<file path="src/rtl/pdb_pkg.sv">
package pdb_pkg;
  localparam int unsigned DATA_W   = 32;
  localparam int unsigned WIN_AW   = 8;
  localparam int unsigned VFIELD_W = 16;

  localparam logic [WIN_AW-1:0] OFS_MASK = 8'h00;
  localparam logic [WIN_AW-1:0] OFS_CAUSE = 8'h04;
  localparam logic [WIN_AW-1:0] OFS_POS  = 8'h08;
  localparam logic [WIN_AW-1:0] OFS_BELL = 8'h0C;

  typedef enum logic [2:0] {
    SEL_MASK, SEL_CAUSE, SEL_POS, SEL_BELL, SEL_NONE
  } sel_e;

  typedef struct packed {
    logic wr_mask;
    logic wr_cause;
    logic wr_bell;
    logic rd_cause;
    logic rd_any;
    sel_e rsel;
  } dec_t;
endpackage

</file>
<file path="src/rtl/pdb_decode.sv">
module pdb_decode
  import pdb_pkg::*;
(
  input  logic              req_valid,
  input  logic              req_write,
  input  logic [WIN_AW-1:0] req_addr,
  output dec_t              dec
);
  sel_e hit;

  always_comb begin
    case (req_addr)
      OFS_MASK:  hit = SEL_MASK;
      OFS_CAUSE: hit = SEL_CAUSE;
      OFS_POS:   hit = SEL_POS;
      OFS_BELL:  hit = SEL_BELL;
      default:   hit = SEL_NONE;
    endcase
  end

  always_comb begin
    dec          = '0;
    dec.rsel     = hit;
    dec.wr_mask  = req_valid && req_write && (hit == SEL_MASK);
    dec.wr_cause = req_valid && req_write && (hit == SEL_CAUSE);
    dec.wr_bell  = req_valid && req_write && (hit == SEL_BELL);
    dec.rd_cause = req_valid && !req_write && (hit == SEL_CAUSE);
    dec.rd_any   = req_valid && !req_write;
  end
endmodule

</file>
<file path="src/rtl/pdb_doorbell.sv">
module pdb_doorbell
  import pdb_pkg::*;
#(
  parameter int unsigned NVEC  = 4,
  parameter int unsigned ID_W  = 16,
  parameter int unsigned VEC_W = 2
) (
  input  logic              clk,
  input  logic              rst_n,
  input  logic              wr_bell,
  input  logic [DATA_W-1:0] wdata,
  output logic              out_valid,
  output logic [ID_W-1:0]   out_peer,
  output logic [VEC_W-1:0]  out_vec
);
  logic [VFIELD_W-1:0] vfield;
  logic                in_range;

  assign vfield   = wdata[VFIELD_W-1:0];
  assign in_range = (32'(vfield) < NVEC);

  always_ff @(posedge clk) begin
    if (!rst_n) begin
      out_valid <= 1'b0;
      out_peer  <= '0;
      out_vec   <= '0;
    end else begin
      out_valid <= wr_bell && in_range;
      if (wr_bell && in_range) begin
        out_peer <= wdata[VFIELD_W +: ID_W];
        out_vec  <= vfield[VEC_W-1:0];
      end
    end
  end


  out_src_chk: assert property (@(posedge clk) disable iff (!rst_n)
    out_valid |-> $past(wr_bell));


  out_drop_chk: assert property (@(posedge clk) disable iff (!rst_n)
    (wr_bell && !in_range) |=> !out_valid);
endmodule

</file>
<file path="src/rtl/pdb_notify.sv">
module pdb_notify
  import pdb_pkg::*;
#(
  parameter int unsigned NVEC  = 4,
  parameter int unsigned VEC_W = 2
) (
  input  logic              clk,
  input  logic              rst_n,
  input  logic              wr_cause,
  input  logic              rd_cause,
  input  logic [DATA_W-1:0] wdata,
  input  logic              in_valid,
  input  logic [VEC_W-1:0]  in_vec,
  output logic [DATA_W-1:0] cause_q,
  output logic [NVEC-1:0]   pend_q
);
  logic              in_ok;
  logic [DATA_W-1:0] cause_nx;
  logic [NVEC-1:0]   pend_nx;

  assign in_ok = in_valid && (32'(in_vec) < NVEC);

  always_comb begin
    cause_nx = cause_q;
    pend_nx  = pend_q;
    if (wr_cause)      cause_nx = wdata;
    else if (rd_cause) cause_nx = '0;
    if (rd_cause)      pend_nx  = '0;
    if (in_ok) begin
      cause_nx[0]     = 1'b1;
      pend_nx[in_vec] = 1'b1;
    end
  end

  always_ff @(posedge clk) begin
    if (!rst_n) begin
      cause_q <= '0;
      pend_q  <= '0;
    end else begin
      cause_q <= cause_nx;
      pend_q  <= pend_nx;
    end
  end


  cause_clr_chk: assert property (@(posedge clk) disable iff (!rst_n)
    (rd_cause && !in_valid) |=> (cause_q == '0 && pend_q == '0));


  in_keep_chk: assert property (@(posedge clk) disable iff (!rst_n)
    in_ok |=> cause_q[0]);
endmodule

</file>
<file path="src/rtl/peer_doorbell_regs.sv">
module peer_doorbell_regs
  import pdb_pkg::*;
#(
  parameter int unsigned NVEC  = 4,
  parameter int unsigned ID_W  = 16,
  localparam int unsigned VEC_W = (NVEC > 1) ? $clog2(NVEC) : 1
) (
  input  logic              clk,
  input  logic              rst_n,
  input  logic              req_valid,
  input  logic              req_write,
  input  logic [WIN_AW-1:0] req_addr,
  input  logic [DATA_W-1:0] req_wdata,
  output logic              rsp_valid,
  output logic [DATA_W-1:0] rsp_rdata,
  input  logic              id_load,
  input  logic [ID_W-1:0]   id_value,
  input  logic              in_valid,
  input  logic [VEC_W-1:0]  in_vec,
  output logic              out_valid,
  output logic [ID_W-1:0]   out_peer,
  output logic [VEC_W-1:0]  out_vec,
  output logic [NVEC-1:0]   pend_vec,
  output logic              irq
);
  dec_t              dec;
  logic [DATA_W-1:0] mask_q;
  logic [DATA_W-1:0] cause_q;
  logic [ID_W-1:0]   pos_q;

  pdb_decode u_dec (
    .req_valid (req_valid),
    .req_write (req_write),
    .req_addr  (req_addr),
    .dec       (dec)
  );

  pdb_doorbell #(.NVEC(NVEC), .ID_W(ID_W), .VEC_W(VEC_W)) u_bell (
    .clk       (clk),
    .rst_n     (rst_n),
    .wr_bell   (dec.wr_bell),
    .wdata     (req_wdata),
    .out_valid (out_valid),
    .out_peer  (out_peer),
    .out_vec   (out_vec)
  );

  pdb_notify #(.NVEC(NVEC), .VEC_W(VEC_W)) u_ntf (
    .clk      (clk),
    .rst_n    (rst_n),
    .wr_cause (dec.wr_cause),
    .rd_cause (dec.rd_cause),
    .wdata    (req_wdata),
    .in_valid (in_valid),
    .in_vec   (in_vec),
    .cause_q  (cause_q),
    .pend_q   (pend_vec)
  );

  always_ff @(posedge clk) begin
    if (!rst_n) begin
      mask_q <= '0;
      pos_q  <= '0;
    end else begin
      if (dec.wr_mask) mask_q <= req_wdata;
      if (id_load)     pos_q  <= id_value;
    end
  end

  always_ff @(posedge clk) begin
    if (!rst_n) begin
      rsp_valid <= 1'b0;
      rsp_rdata <= '0;
    end else begin
      rsp_valid <= dec.rd_any;
      if (dec.rd_any) begin
        case (dec.rsel)
          SEL_MASK:  rsp_rdata <= mask_q;
          SEL_CAUSE: rsp_rdata <= cause_q;
          SEL_POS:   rsp_rdata <= DATA_W'(pos_q);
          default:   rsp_rdata <= '0;
        endcase
      end else begin
        rsp_rdata <= '0;
      end
    end
  end

  assign irq = |(mask_q & cause_q);


  rsp_src_chk: assert property (@(posedge clk) disable iff (!rst_n)
    rsp_valid |-> $past(req_valid && !req_write));


  pos_hold_chk: assert property (@(posedge clk) disable iff (!rst_n)
    !$past(id_load) |-> $stable(pos_q));


  irq_cause_chk: assert property (@(posedge clk) disable iff (!rst_n)
    (irq && !$past(irq)) |-> $past(in_valid || dec.wr_mask || dec.wr_cause));
endmodule

</file>
<file path="config.mk">
export PLATFORM = sky130hd
export DESIGN_NAME = peer_doorbell_regs
export DESIGN_NICKNAME = d
export VERILOG_FILES = /design/src/rtl/pdb_pkg.sv /design/src/rtl/pdb_decode.sv /design/src/rtl/pdb_doorbell.sv /design/src/rtl/pdb_notify.sv /design/src/rtl/peer_doorbell_regs.sv
export SDC_FILE = /design/constraint.sdc
export NUM_CORES = 1
export LEC_CHECK = 0
export BUFFER_PORTS_ARGS = -buffer_cell sky130_fd_sc_hd__buf_2
export CAP_MARGIN = 5
export CORE_ASPECT_RATIO = 0.75
export CORE_UTILIZATION = 60
export CTS_BUF_LIST = sky130_fd_sc_hd__clkbuf_2 sky130_fd_sc_hd__clkbuf_4 sky130_fd_sc_hd__clkbuf_8
export CTS_CLUSTER_DIAMETER = 100
export DETAILED_ROUTE_END_ITERATION = 10
export MAX_ROUTING_LAYER = met4
export PLACE_DENSITY = 0.87
export REMOVE_ABC_BUFFERS = 1
export SYNTH_ARGS = -nofsm -noshare
export SYNTH_HDL_FRONTEND = slang
export SYNTH_SLANG_ARGS = --single-unit
</file>
<file path="constraint.sdc">
create_clock -name clk -period 3 [get_ports clk]
set_clock_uncertainty 0.05 [all_clocks]
set_input_delay 0.15 -clock clk [delete_from_list [all_inputs] [get_ports clk]]
set_output_delay 0.15 -clock clk [all_outputs]
set_load 0.01 [all_outputs]
</file>
* After elaboration in Yosys (flattened, before gate mapping) *
Cells that the tools add are included.

storage, ports and cells
  output and inout port bits = 57
  word-level logic and storage cells = 45
  bits in registers = 136

cells by class
  bitwise logic cells = 2
  multiplexer cells = 9
  equal/unequal tests = 6
  order comparisons = 3
  reduce and logical (&&, ||, !) cells = 15

operators with widths
  cell                 number
  $pmux 32 s3          1
  $mux 32              2
  $and 32x32->32       1
  $reduce_or 32->1     1
  $eq 8x4->1 const B   2
  $lt 16x3->1 const B  1
  $pmux 3 s4           1
  $eq 8x3->1 const B   1
  $logic_and 1x1->1    8
  $logic_not 8->1      1
  $mux 4               2
  $eq 3x2->1 const B   2
  $or 4x4->4           1
  $eq 3x1->1 const B   1
  $logic_not 3->1      1
  $lt 2x3->1 const B   1
  $reduce_bool 3->1    1
  $demux 1 s2          1
  $ge 2x1->1 const B   1
  $mux 1               2
  $reduce_and 2->1     1
  $reduce_bool 2->1    1
  $logic_not 1->1      1

* Depth between registers and ports, before layout *
Gate-level depths: netlist (run 1).

  depth in word-level cells = 7
  depth in mapped cells = 7

* Modules after synthesis *
From an unflattened synthesis (run 1), not the netlist that was laid out.

second synthesis, totals
  cells, all modules = 565
  area, all modules = 5,745.5 um2

modules (own cells, without submodules)
  module              instances  sequential area each (um2)  area an instance (um2)  cells an instance
  peer_doorbell_regs  1          1,621.6                     3,286.9                 306
  pdb_notify          1          720.7                       1,524.0                 157
  pdb_doorbell        1          380.4                       802.0                   86
  pdb_decode          1          0.0                         132.6                   16

* Least setup slack after synthesis (run 1) *
No wires, ideal clock.

  path kind = in2reg
  from = input req_addr[5]
  to = register mask_q[23]
  setup time = 115 ps
  path slack = 1,167 ps
  required time = 2,835 ps
  data arrival time = 1,668 ps
  stages = 6
  path through = or4_4 > or4_1 > buf_6 > buf_6 > nand3_2 > o21ai_2

on the way
  word-level cells in the longest chain between the ends = 4

ends and longest elaborated chain
  element                                   line                      RTL
  from (decl)                               peer_doorbell_regs.sv:12  input logic [WIN_AW-1:0] req_addr,
  $eq 8x4->1, or another cell as far along  pdb_decode.sv:12          case (req_addr)
  $pmux 3 s4 *                              pdb_decode.sv:12
  $logic_not 3->1 *                         pdb_decode.sv:24          dec.wr_mask = req_valid && req_write && (hit == SEL_MASK);
  $logic_and 1x1->1 *                       pdb_decode.sv:24
  to (signal assigned)                      peer_doorbell_regs.sv:65  if (dec.wr_mask) mask_q <= req_wdata;
  to (decl)                                 peer_doorbell_regs.sv:27  logic [DATA_W-1:0] mask_q;

Mark *: on every way between the ends. The rest lies on a longest branch, timed or not.
A chain may end at the register's enable or synchronous reset.

* Worst setup path in the final report (run 1) *
  from = register u_ntf.cause_q[10]
  to = output irq

on the way
  word-level cells in the longest chain between the ends = 2

ends and longest elaborated chain
  element                 line                      RTL
  from (decl)             pdb_notify.sv:14          output logic [DATA_W-1:0] cause_q,
  from (signal assigned)  pdb_notify.sv:40          cause_q <= cause_nx;
  $and 32x32->32          peer_doorbell_regs.sv:89  assign irq = |(mask_q & cause_q);
  $reduce_or 32->1        peer_doorbell_regs.sv:89
  to (decl)               peer_doorbell_regs.sv:24  output logic irq

No other way between the ends.

==> results.tsv, run 1 <==
metric	value	unit
Yosys top cell area share	49.3	%
placed inst area	6130	um^2
total iterations of the first detailed-routing run	5	
largest net degree at the start of global routing	73	
Mapped Cells	599	
critical path's top delay family	simple AND/OR/NAND/NOR gates	
antenna fix cells	0	
Met2 Wirelength	7.51	mm
footprint of the multi-input gates	2560	um^2
worst-path fanout max	3	
worst reg2reg path endpoint	u_ntf.pend_q[1]	
arrival time of the worst setup path	1910	ps
met3 wire len	1.16	mm
vias in the first global route	5037	
post-DP HPWL	8.95	mm
period utilization	70.2	%
crit path capture type	output pin	
Simple-Gate Fraction of Synth Area	21.2	%
CTS resizes	0	
Site Rows	29	
GPL Wtd Cong	0.816	
Yosys warning count	0	
max-slew violation count	0	
width of the die	113	um
area leader, netlist	dfxtp_1	
crit-path cells	a22oi_1, nand4_1, or4_1, buf_2	
CP Buf/Inv Count	1	
maxcap violations	0	
Ports	121	
max incr delay on CP	520	ps
LEAKAGE	2.86	nW
RR Startpoint	u_ntf.pend_q[1]	
clk buf depth	2	
relative slew slack	38.0	%
Startpoint Class	flop	
number of H-tree levels	4	
Nets	821	
Hold EP	u_ntf.cause_q[2]	
IO Port Bufs	120	
core area	8670	um^2
Initial Util	63.6	%
CTS Buf Count	17	
Yosys reg bits	136	
commonest non-fill, non-tap cell in the layout	dfxtp_1	
CTS tree	built	
first-pass GRT wire length	24.4	mm
Total Power	3.74	mW
Pwr per Cell Area	527	nW/um^2
post-synthesis cell type count	33	
die area	9590	um^2
non-filler instance count after layout	878	
status	finished clean	
Max Used Layer	met4	
grt ovf	0	
Total GRT Usage	34.1	%
Worst Hold Class	input pin to flop	
Post-route DRC	0	
R2R Setup Slk	1800	ps
Vias	5163	
Area Overhead vs Synth	28.7	%
Synth area leaders	dfxtp_1, mux2i_1, nand2_1, nand3_1, o21ai_2	
post-synthesis sequential area ratio	49.3	%
Iteration-0 DRC Markers	476	
top achievable clock speed	475	MHz
Die Span Y	85.1	um
Reg2Reg Depth	3	
vias per cell	5.88	
Sequential cell area	2720	um^2
Skew-Pair Late Insertion Delay	440	ps
synthesized area per cell	9.21	um^2
final WL	15.4	mm
finished layout cell area	7100	um^2
Sink Count	136	
Root Driver	clkbuf_8	
hold path depth	3	
commonest non-fill, non-tap cells in the layout	dfxtp_1, buf_2, nand2_1	
mux contribution to synthesized area	9.07	%
ANT nets after route	0	
Synth Area in XOR/XNOR	0	%
worst hold start	req_write	
Peak VDD IR	0.000277	V
post-synthesis adder-cell area fraction	0	%
Final Hold Viols	0	
Final Critical Period	2110	ps
Core Util, Final	81.9	%
Clock transition at path regs	80	ps
Tightest Pin Transition	929	ps
Cell Area, Synth	5520	um^2
complex-gate fraction of the synthesized area	15.8	%
unrepaired setup endpoints after global routing	false	
WP data required	2800	ps
Crit Path Class	flop to output pin	
share of cells above drive strength 1	27.5	%
Post-Place Cells	792	
Fillers	533	
largest family of logic cells by synthesized area	simple AND/OR/NAND/NOR gates	
Hold Slack	136	ps
Met1 Wirelength	6.49	mm
critical path's slowest cell	or4_1	
per-cell routed wire length	17.5	um
Final setup viols	0	
initial antenna violation count	0	
## cell type report
type,count,area share [%]
clock inverters,12,2.45
clock buffers,20,3.70
multi-input cells,413,36.1
repair buffers,187,17.5
flip-flops and latches,136,38.3
well taps,108,1.90
inverters,2,0.106
## worst reg2reg max path, delay by kind of cell (launching register included)
kind | cells | cell delay, ps
buf+inv | 1 | 570
flops | 1 | 340
simple gates | 1 | 60
compound gates | 1 | 140
## metrics by stage
step	TNS [ps]	worst slack [ps]
floorplan	-15680	-828
global placement	0	610
detailed placement	0	538
CTS	0	877
global route	0	797
finish	0	894
## where the power goes
part,total (mW),internal [mW],switching (mW)
sequential,1.83,1.82,0.00975
clock,1.65,0.943,0.711
combinational,0.259,0.123,0.136
total,3.74,2.89,0.857
## cell usage after synthesis
cell type and count:
a21boi_0 31, nor3_1 1, and3b_1 1, nor3_2 1, o311a_1 1, buf_1 6
buf_4 2, nand3_2 8, o22ai_1 2, nor2_1 51, buf_6 7, or2_2 2
inv_1 2, nand2_1 90, or4_4 1, o21ai_2 32, mux2i_1 50, o2bb2ai_1 1
buf_2 3, nand3_1 57, o21ai_0 1, nor4bb_1 1, or4_1 2, and4_1 1
a21oi_1 17, a22oi_1 32, nor4_2 1, nor2b_1 17, clkbuf_1 30, nor4_1 5
and2_1 1, nand4_1 6, dfxtp_1 136
## state kept, by name, summed over array words and instances (netlist names)
register and count:
u_ntf.pend_q 4, u_bell.out_valid 1, u_ntf.cause_q 32, mask_q 32
rsp_rdata 32, pos_q 16, rsp_valid 1, u_bell.out_vec 2
u_bell.out_peer 16
## cells by family (layout without fill, tap and decap cells)
group                  count (synthesis)  after routing
AOI/OAI and AO/OA                    117            117
buffers and inverters                 50            221
DFF                                  136            136
muxes                                 50             50
and+or+nand+nor                      246            246
## per-layer routing
layer / GRT usage [%] / up-vias
met2: 57.9 / 241
met4: 11.5 / 0
met3: 6.86 / 37
met1: 40.6 / 2484
li1: - / 2401
met5: - / -
## what timing repair did
| action | CTS | global route |
|---|---|---|
| setup buffers | 0 | 0 |
| endpoints found under the hold margin | 103 | 0 |
| endpoints found under the setup margin | 0 | 0 |
| hold buffers | 54 | 0 |
## worst max-delay path by stage
stage / start / endpoint / slack [ps] / depth (start not counted)
after floorplan: req_addr[5] / u_bell.out_peer[0] / -830 / 3
after global placement: req_addr[5] / mask_q[22] / 610 / 6
after detailed placement: req_addr[5] / mask_q[11] / 540 / 6
after CTS: u_ntf.cause_q[10] / irq / 880 / 4
after global routing: u_ntf.cause_q[10] / irq / 800 / 4
final: u_ntf.cause_q[10] / irq / 890 / 4
No activity file was read; power rests on OpenSTA's default activity.
==> inputs of run 2 (changes only) <==
- ABC_AREA: default -> 1
- CORE_UTILIZATION: 60 -> 56
- PLACE_DENSITY: 0.87 -> 0.82
- clock period: 3 -> 2.1 ns (I/O delays scaled with it)
==> run 2 against run 1 <==
  * Design area fell by 1.3%
  * Clock power grew 32%
  * Count of clock-buffer cells in the layout up 1
  * Synthesized cell count increased by 28%
  * Die area up 4.8%
  * Via count rose by 9.5%
  * Total power grew 36%
  * Critical path depth grew 5
  * Sequential cell count is the same
  * Critical path type is now input pin to flop
  * Largest cell class unchanged
==> results.tsv, run 2 <==
metric	value	unit	change
status	finished clean		
LEAKAGE	3.12	nW	+9.1%
die area	10100	um^2	+4.8%
WP data required	2420	ps	-380 ps
largest net degree at the start of global routing	69		-5.5%
commonest non-fill, non-tap cell in the layout	nand2_1		
Yosys top cell area share	50.4	%	+1.0 points
synthesized area per cell	7.08	um^2	-23%
IO Port Bufs	120		unchanged
ANT nets after route	0		unchanged
initial antenna violation count	0		unchanged
Vias	5656		+9.5%
maxcap violations	0		unchanged
Die Span Y	87.1	um	+2.4%
vias in the first global route	5298		+5.2%
Skew-Pair Late Insertion Delay	430	ps	about the same
footprint of the multi-input gates	2310	um^2	-9.8%
Mapped Cells	764		+28%
unrepaired setup endpoints after global routing	false		
first-pass GRT wire length	24.3	mm	-0.65%
arrival time of the worst setup path	1990	ps	+80 ps
Tightest Pin Transition	706	ps	-223 ps
crit path capture type	flop		
grt ovf	0		unchanged
Peak VDD IR	0.000444	V	+60%
Nets	991		+21%
core area	9200	um^2	+6.0%
commonest non-fill, non-tap cells in the layout	nand2_1, dfxtp_1, buf_2		
Synth top cells by count	nand2_1, dfxtp_1, nor2_1, a21oi_1, nand3_1		
Ports	121		unchanged
Post-synth EDFFs	0		unchanged
post-synthesis sequential area ratio	50.4	%	+1.0 points
Final Hold Viols	0		unchanged
Fillers	663		+24%
antenna fix cells	0		unchanged
Largest regs	mask_q: 32 flops, rsp_rdata: 32 flops, u_ntf.cause_q: 32 flops		
post-synthesis cell type count	19		-42%
post-DP HPWL	9.31	mm	+4.0%
final WL	15.2	mm	-1.0%
Root Driver	clkbuf_8		
clk buf depth	2		unchanged
Yosys warning count	0		unchanged
total iterations of the first detailed-routing run	5		unchanged
Final Critical Period	1670	ps	
Sequential cell area	2720	um^2	unchanged
Cell Area, Synth	5410	um^2	-2.0%
top achievable clock speed	598	MHz	
Clock transition at path regs	70	ps	about the same
width of the die	115	um	+2.4%
Post-route DRC	0		unchanged
Synth area leaders	dfxtp_1, nand2_1, a21oi_1, nand3_1, nor2_1		
GPL Wtd Cong	0.866		+6.2%
CTS Buf Count	17		unchanged
Total Power	5.11	mW	+36%
Hold Slack	119	ps	-17.0 ps
relative slew slack	52.9	%	+15 points
number of H-tree levels	4		unchanged
finished layout cell area	7010	um^2	-1.3%
Worst Hold Class	input pin to flop		
top-count cell post-synth	nand2_1		
Area Overhead vs Synth	29.7	%	
Yosys reg bits	136		unchanged
Core Util, Final	76.2	%	-5.7 points
pre-CTS setup slack	461	ps	-77.0 ps
Final setup viols	0		unchanged
share of cells above drive strength 1	18.9	%	-8.7 points
CTS tree	built		
Final WS setup	426	ps	-467 ps
per-cell routed wire length	14.3	um	-18%
Pwr per Cell Area	729	nW/um^2	+38%
max-slew violation count	0		unchanged
fraction of registers with async set/reset	0	%	unchanged
worst-path fanout max	37		+34
Total GRT Usage	32.1	%	-2.0 points
period utilization	79.7	%	
vias per cell	5.31		-9.8%
Sink Count	136		unchanged
area leader, netlist	dfxtp_1		
placed inst area	6080	um^2	-0.71%
Iteration-0 DRC Markers	490		+2.9%
Site Rows	30		+3.4%
Startpoint Class	input pin		
Crit Path Class	input pin to flop		
ys flop type	dfxtp_1		
Initial Util	58.8	%	-4.9 points
-- run 2: power by group --
group          internal [mW]  total, mW  switching [mW]
Clock                   1.23       2.18           0.950
Sequential              2.61       2.62          0.0143
Combinational          0.141      0.312           0.171
-- run 2: worst paths after layout --
kind | startpoint | end | slack, ps | depth (start not counted)
hold / removal | id_load | pos_q[2] | 120 | 4
hold reg to reg | pos_q[10] | pos_q[10] | 420 | 2
setup / recovery | req_wdata[15] | u_bell.out_peer[13] | 430 | 9
setup reg to reg | pos_q[9] | rsp_rdata[9] | 1300 | 4
-- run 2: layer usage --
metal | vias up | wire length (um) | global-route usage, % | share of wire [%]
met2 | 284 | 7320 | 52.7 | 48
met5 | - | 0 | - | 0
li1 | 2737 | - | - | -
met4 | 0 | 213 | 10.0 | 1.4
met3 | 31 | 1170 | 7.52 | 7.7
met1 | 2604 | 6520 | 39.0 | 43
-- run 2: critical path, stage by stage --
cell	delay, ps
dlygate4sd3_1	540
buf_2	150
nor2_1	110
nand2_1	60
nor2_1	270
nand3_4	390
nand2_1	170
nand2_1	70
nor2_1	100
-- run 2: through the flow --
step | instances | setup TNS [ps]
2_1_floorplan | 722 | -77430
3_3_place_gp | 983 | 0
3_5_place_dp | 983 | 0
4_1_cts | 1066 | 0
5_1_grt | 1066 | 0
6_report | 1066 | 0
-- run 2: area by class of cell --
type | count | share of cell area [%]
well taps | 128 | 2.28
flip-flops and latches | 136 | 38.8
clock inverters | 9 | 1.80
clock buffers | 21 | 3.86
repair buffers | 186 | 17.7
inverters | 48 | 2.57
multi-input cells | 538 | 32.9
-- run 2: cells by family after synthesis --
group                  after synthesis  synth area share (%)
AOI/OAI and AO/OA                  102                  9.51
DFF                                136                  50.4
and+or+nand+nor                    436                  33.0
buffers and inverters               90                  7.17
-- run 2: what timing repair did --
| action | 4_1_cts | 5_1_grt |
|---|---|---|
| setup buffers | 0 | 0 |
| hold endpoints to repair | 102 | 0 |
| resized for setup | 0 | 0 |
| hold buffers | 53 | 0 |
==> inputs of run 3 (changes only) <==
- CORE_UTILIZATION: 56 -> 50
- PLACE_DENSITY: 0.82 -> 0.78
- clock period: 2.1 -> 1.5 ns (I/O delays scaled with it)
==> run 3 against run 2 <==
  * The run now ends with setup timing left
  * Highest routed layer unchanged
  * Routed wire length fell by 4.5%
  * Critical endpoint is now irq
  * Register-to-register slack worse by 640 ps
  * Non-clock buffer count grew 7
  * Sequential cell count did not move
  * Largest cell class unchanged
  * Via count shrank 4.0%
==> results.tsv, run 3 (synthesis gave the netlist of run 2 again) <==
metric	value	unit	change
Met2 Wirelength	6.71	mm	-8.3%
Tightest Pin Transition	474	ps	-232 ps
failing checks	setup timing		
Site Rows	32		+6.7%
Startpoint Class	flop		
Final Critical Period	1530	ps	
core area	10400	um^2	+13%
Pwr per Cell Area	1020	nW/um^2	+40%
finished layout cell area	7180	um^2	+2.5%
status	finished with violations		
Skew-Pair Late Insertion Delay	450	ps	+20 ps
footprint of the multi-input gates	2310	um^2	+0.22%
Ports	121		unchanged
relative slew slack	68.4	%	+15 points
largest net degree at the start of global routing	69		unchanged
post-DP HPWL	8.71	mm	-6.5%
LEAKAGE	3.19	nW	+2.0%
CTS tree	built		
grt ovf	0		unchanged
CTS Buf Count	17		unchanged
GPL Wtd Cong	0.799		-7.7%
Largest regs	mask_q: 32 flops, rsp_rdata: 32 flops, u_ntf.cause_q: 32 flops		
Die Span Y	92.1	um	+5.7%
Peak VDD IR	0.000633	V	+43%
Root Driver	clkbuf_8		
placed inst area	6190	um^2	+1.7%
Sink Count	136		unchanged
Final Hold Viols	0		unchanged
Worst Hold Class	input pin to flop		
Sequential cell area	2730	um^2	+0.37%
final WL	14.5	mm	-4.5%
initial antenna violation count	0		unchanged
vias in the first global route	5027		-5.1%
maxcap violations	0		unchanged
per-cell routed wire length	13.4	um	-6.0%
arrival time of the worst setup path	1410	ps	-580 ps
commonest non-fill, non-tap cell in the layout	nand2_1		
period utilization	102	%	
top achievable clock speed	653	MHz	
Clock transition at path regs	80	ps	about the same
commonest non-fill, non-tap cells in the layout	nand2_1, dfxtp_1, buf_2		
worst-path fanout max	3		-92%
Post-route DRC	0		unchanged
Final WS setup	-31.9	ps	-458 ps
Met1 Wirelength	6.72	mm	+3.0%
first-pass GRT wire length	23.3	mm	-4.0%
total iterations of the first detailed-routing run	5		unchanged
number of H-tree levels	4		unchanged
Total Power	7.33	mW	+43%
share of cells above drive strength 1	20.7	%	+1.8 points
Fillers	906		+37%
Final setup viols	1		+1
max-slew violation count	0		unchanged
IO Port Bufs	120		unchanged
Crit Path Class	flop to output pin		
Area Overhead vs Synth	32.9	%	
Total GRT Usage	27.4	%	-4.6 points
Iteration-0 DRC Markers	375		-23%
clk buf depth	2		unchanged
met3 wire len	971	um	-17%
crit path capture type	output pin		
Max Used Layer	met4		
ANT nets after route	0		unchanged
Initial Util	51.9	%	-6.9 points
vias per cell	5.01		-5.5%
Vias	5429		-4.0%
die area	11200	um^2	+12%
WP data required	1370	ps	-1050 ps
Nets	998		+0.71%
unrepaired setup endpoints after global routing	true		
width of the die	122	um	+5.7%
antenna fix cells	0		unchanged
## run 3: cell count changes in the layout (fill, tap and decap cells not counted)
cell	delta
buf_12	+5
buf_4	+2
clkbuf_4	-2
clkbuf_8	+2
clkinv_2	-2
clkinvlp_4	+4
dfxtp_1	-8
dfxtp_2	+8
nand2_1	-1
nand2_2	+1
nor2_1	-1
nor2_2	+1
## run 3: layout make-up
| cell class | count | area share (%) |
|---|---|---|
| Clock buffer | 21 | 3.94 |
| Clock inverter | 11 | 2.04 |
| Inverter | 48 | 2.51 |
| Multi-Input combinational cell | 538 | 32.2 |
| Sequential cell | 136 | 38.0 |
| Tap cell | 136 | 2.37 |
| Timing Repair Buffer | 193 | 18.9 |
## run 3: layer usage
metal,track usage (%),up-vias
met4,7.72,0
li1,-,2759
met1,34.9,2465
met2,43.3,189
met3,6.47,16
met5,-,-
## run 3: per-stage QoR
step	util, %	hold slack [ps]	TNS [ps]	setup WS [ps]	std cells
global placement	59.4	251	0	136	995
CTS	69.0	4.00	-65.3	-65.3	1083
global route	69.0	36.6	-92.5	-92.5	1083
detailed placement	59.4	259	0	65.8	995
finish	69.0	22.5	-31.9	-31.9	1083
floorplan	-	123	-116880	-2420	722
## run 3: worst paths after layout
kind	startpoint	end	slack, ps	cells after the start
min reg2reg	pos_q[10]	pos_q[10]	420	2
max	u_ntf.cause_q[13]	irq	-30	5
min	id_load	pos_q[10]	20	4
max reg2reg	u_ntf.cause_q[12]	rsp_rdata[12]	660	5
## run 3: critical path, cell delays in order (launching register included)
cell and delay, ps:
dfxtp_1 330, nand2_1 70, nand4_1 120, nor2_1 160, nand4_1 120, buf_2 160
## run 3: timing repair
item | CTS | global route
hold buffers | 53 | 0
setup buffers | 3 | 0
resized for setup | 9 | 1
setup endpoints to repair | 1 | 1
pin swaps | 5 | 2
hold endpoints to repair | 102 | 0
## run 3: where the power goes
| part | internal [mW] | switching (mW) | total [mW] | leakage, nW |
|---|---|---|---|---|
| Clock | 1.79 | 1.43 | 3.22 | 0.203 |
| Combinational | 0.206 | 0.235 | 0.441 | 1.88 |
| Sequential | 3.65 | 0.0184 | 3.67 | 1.10 |
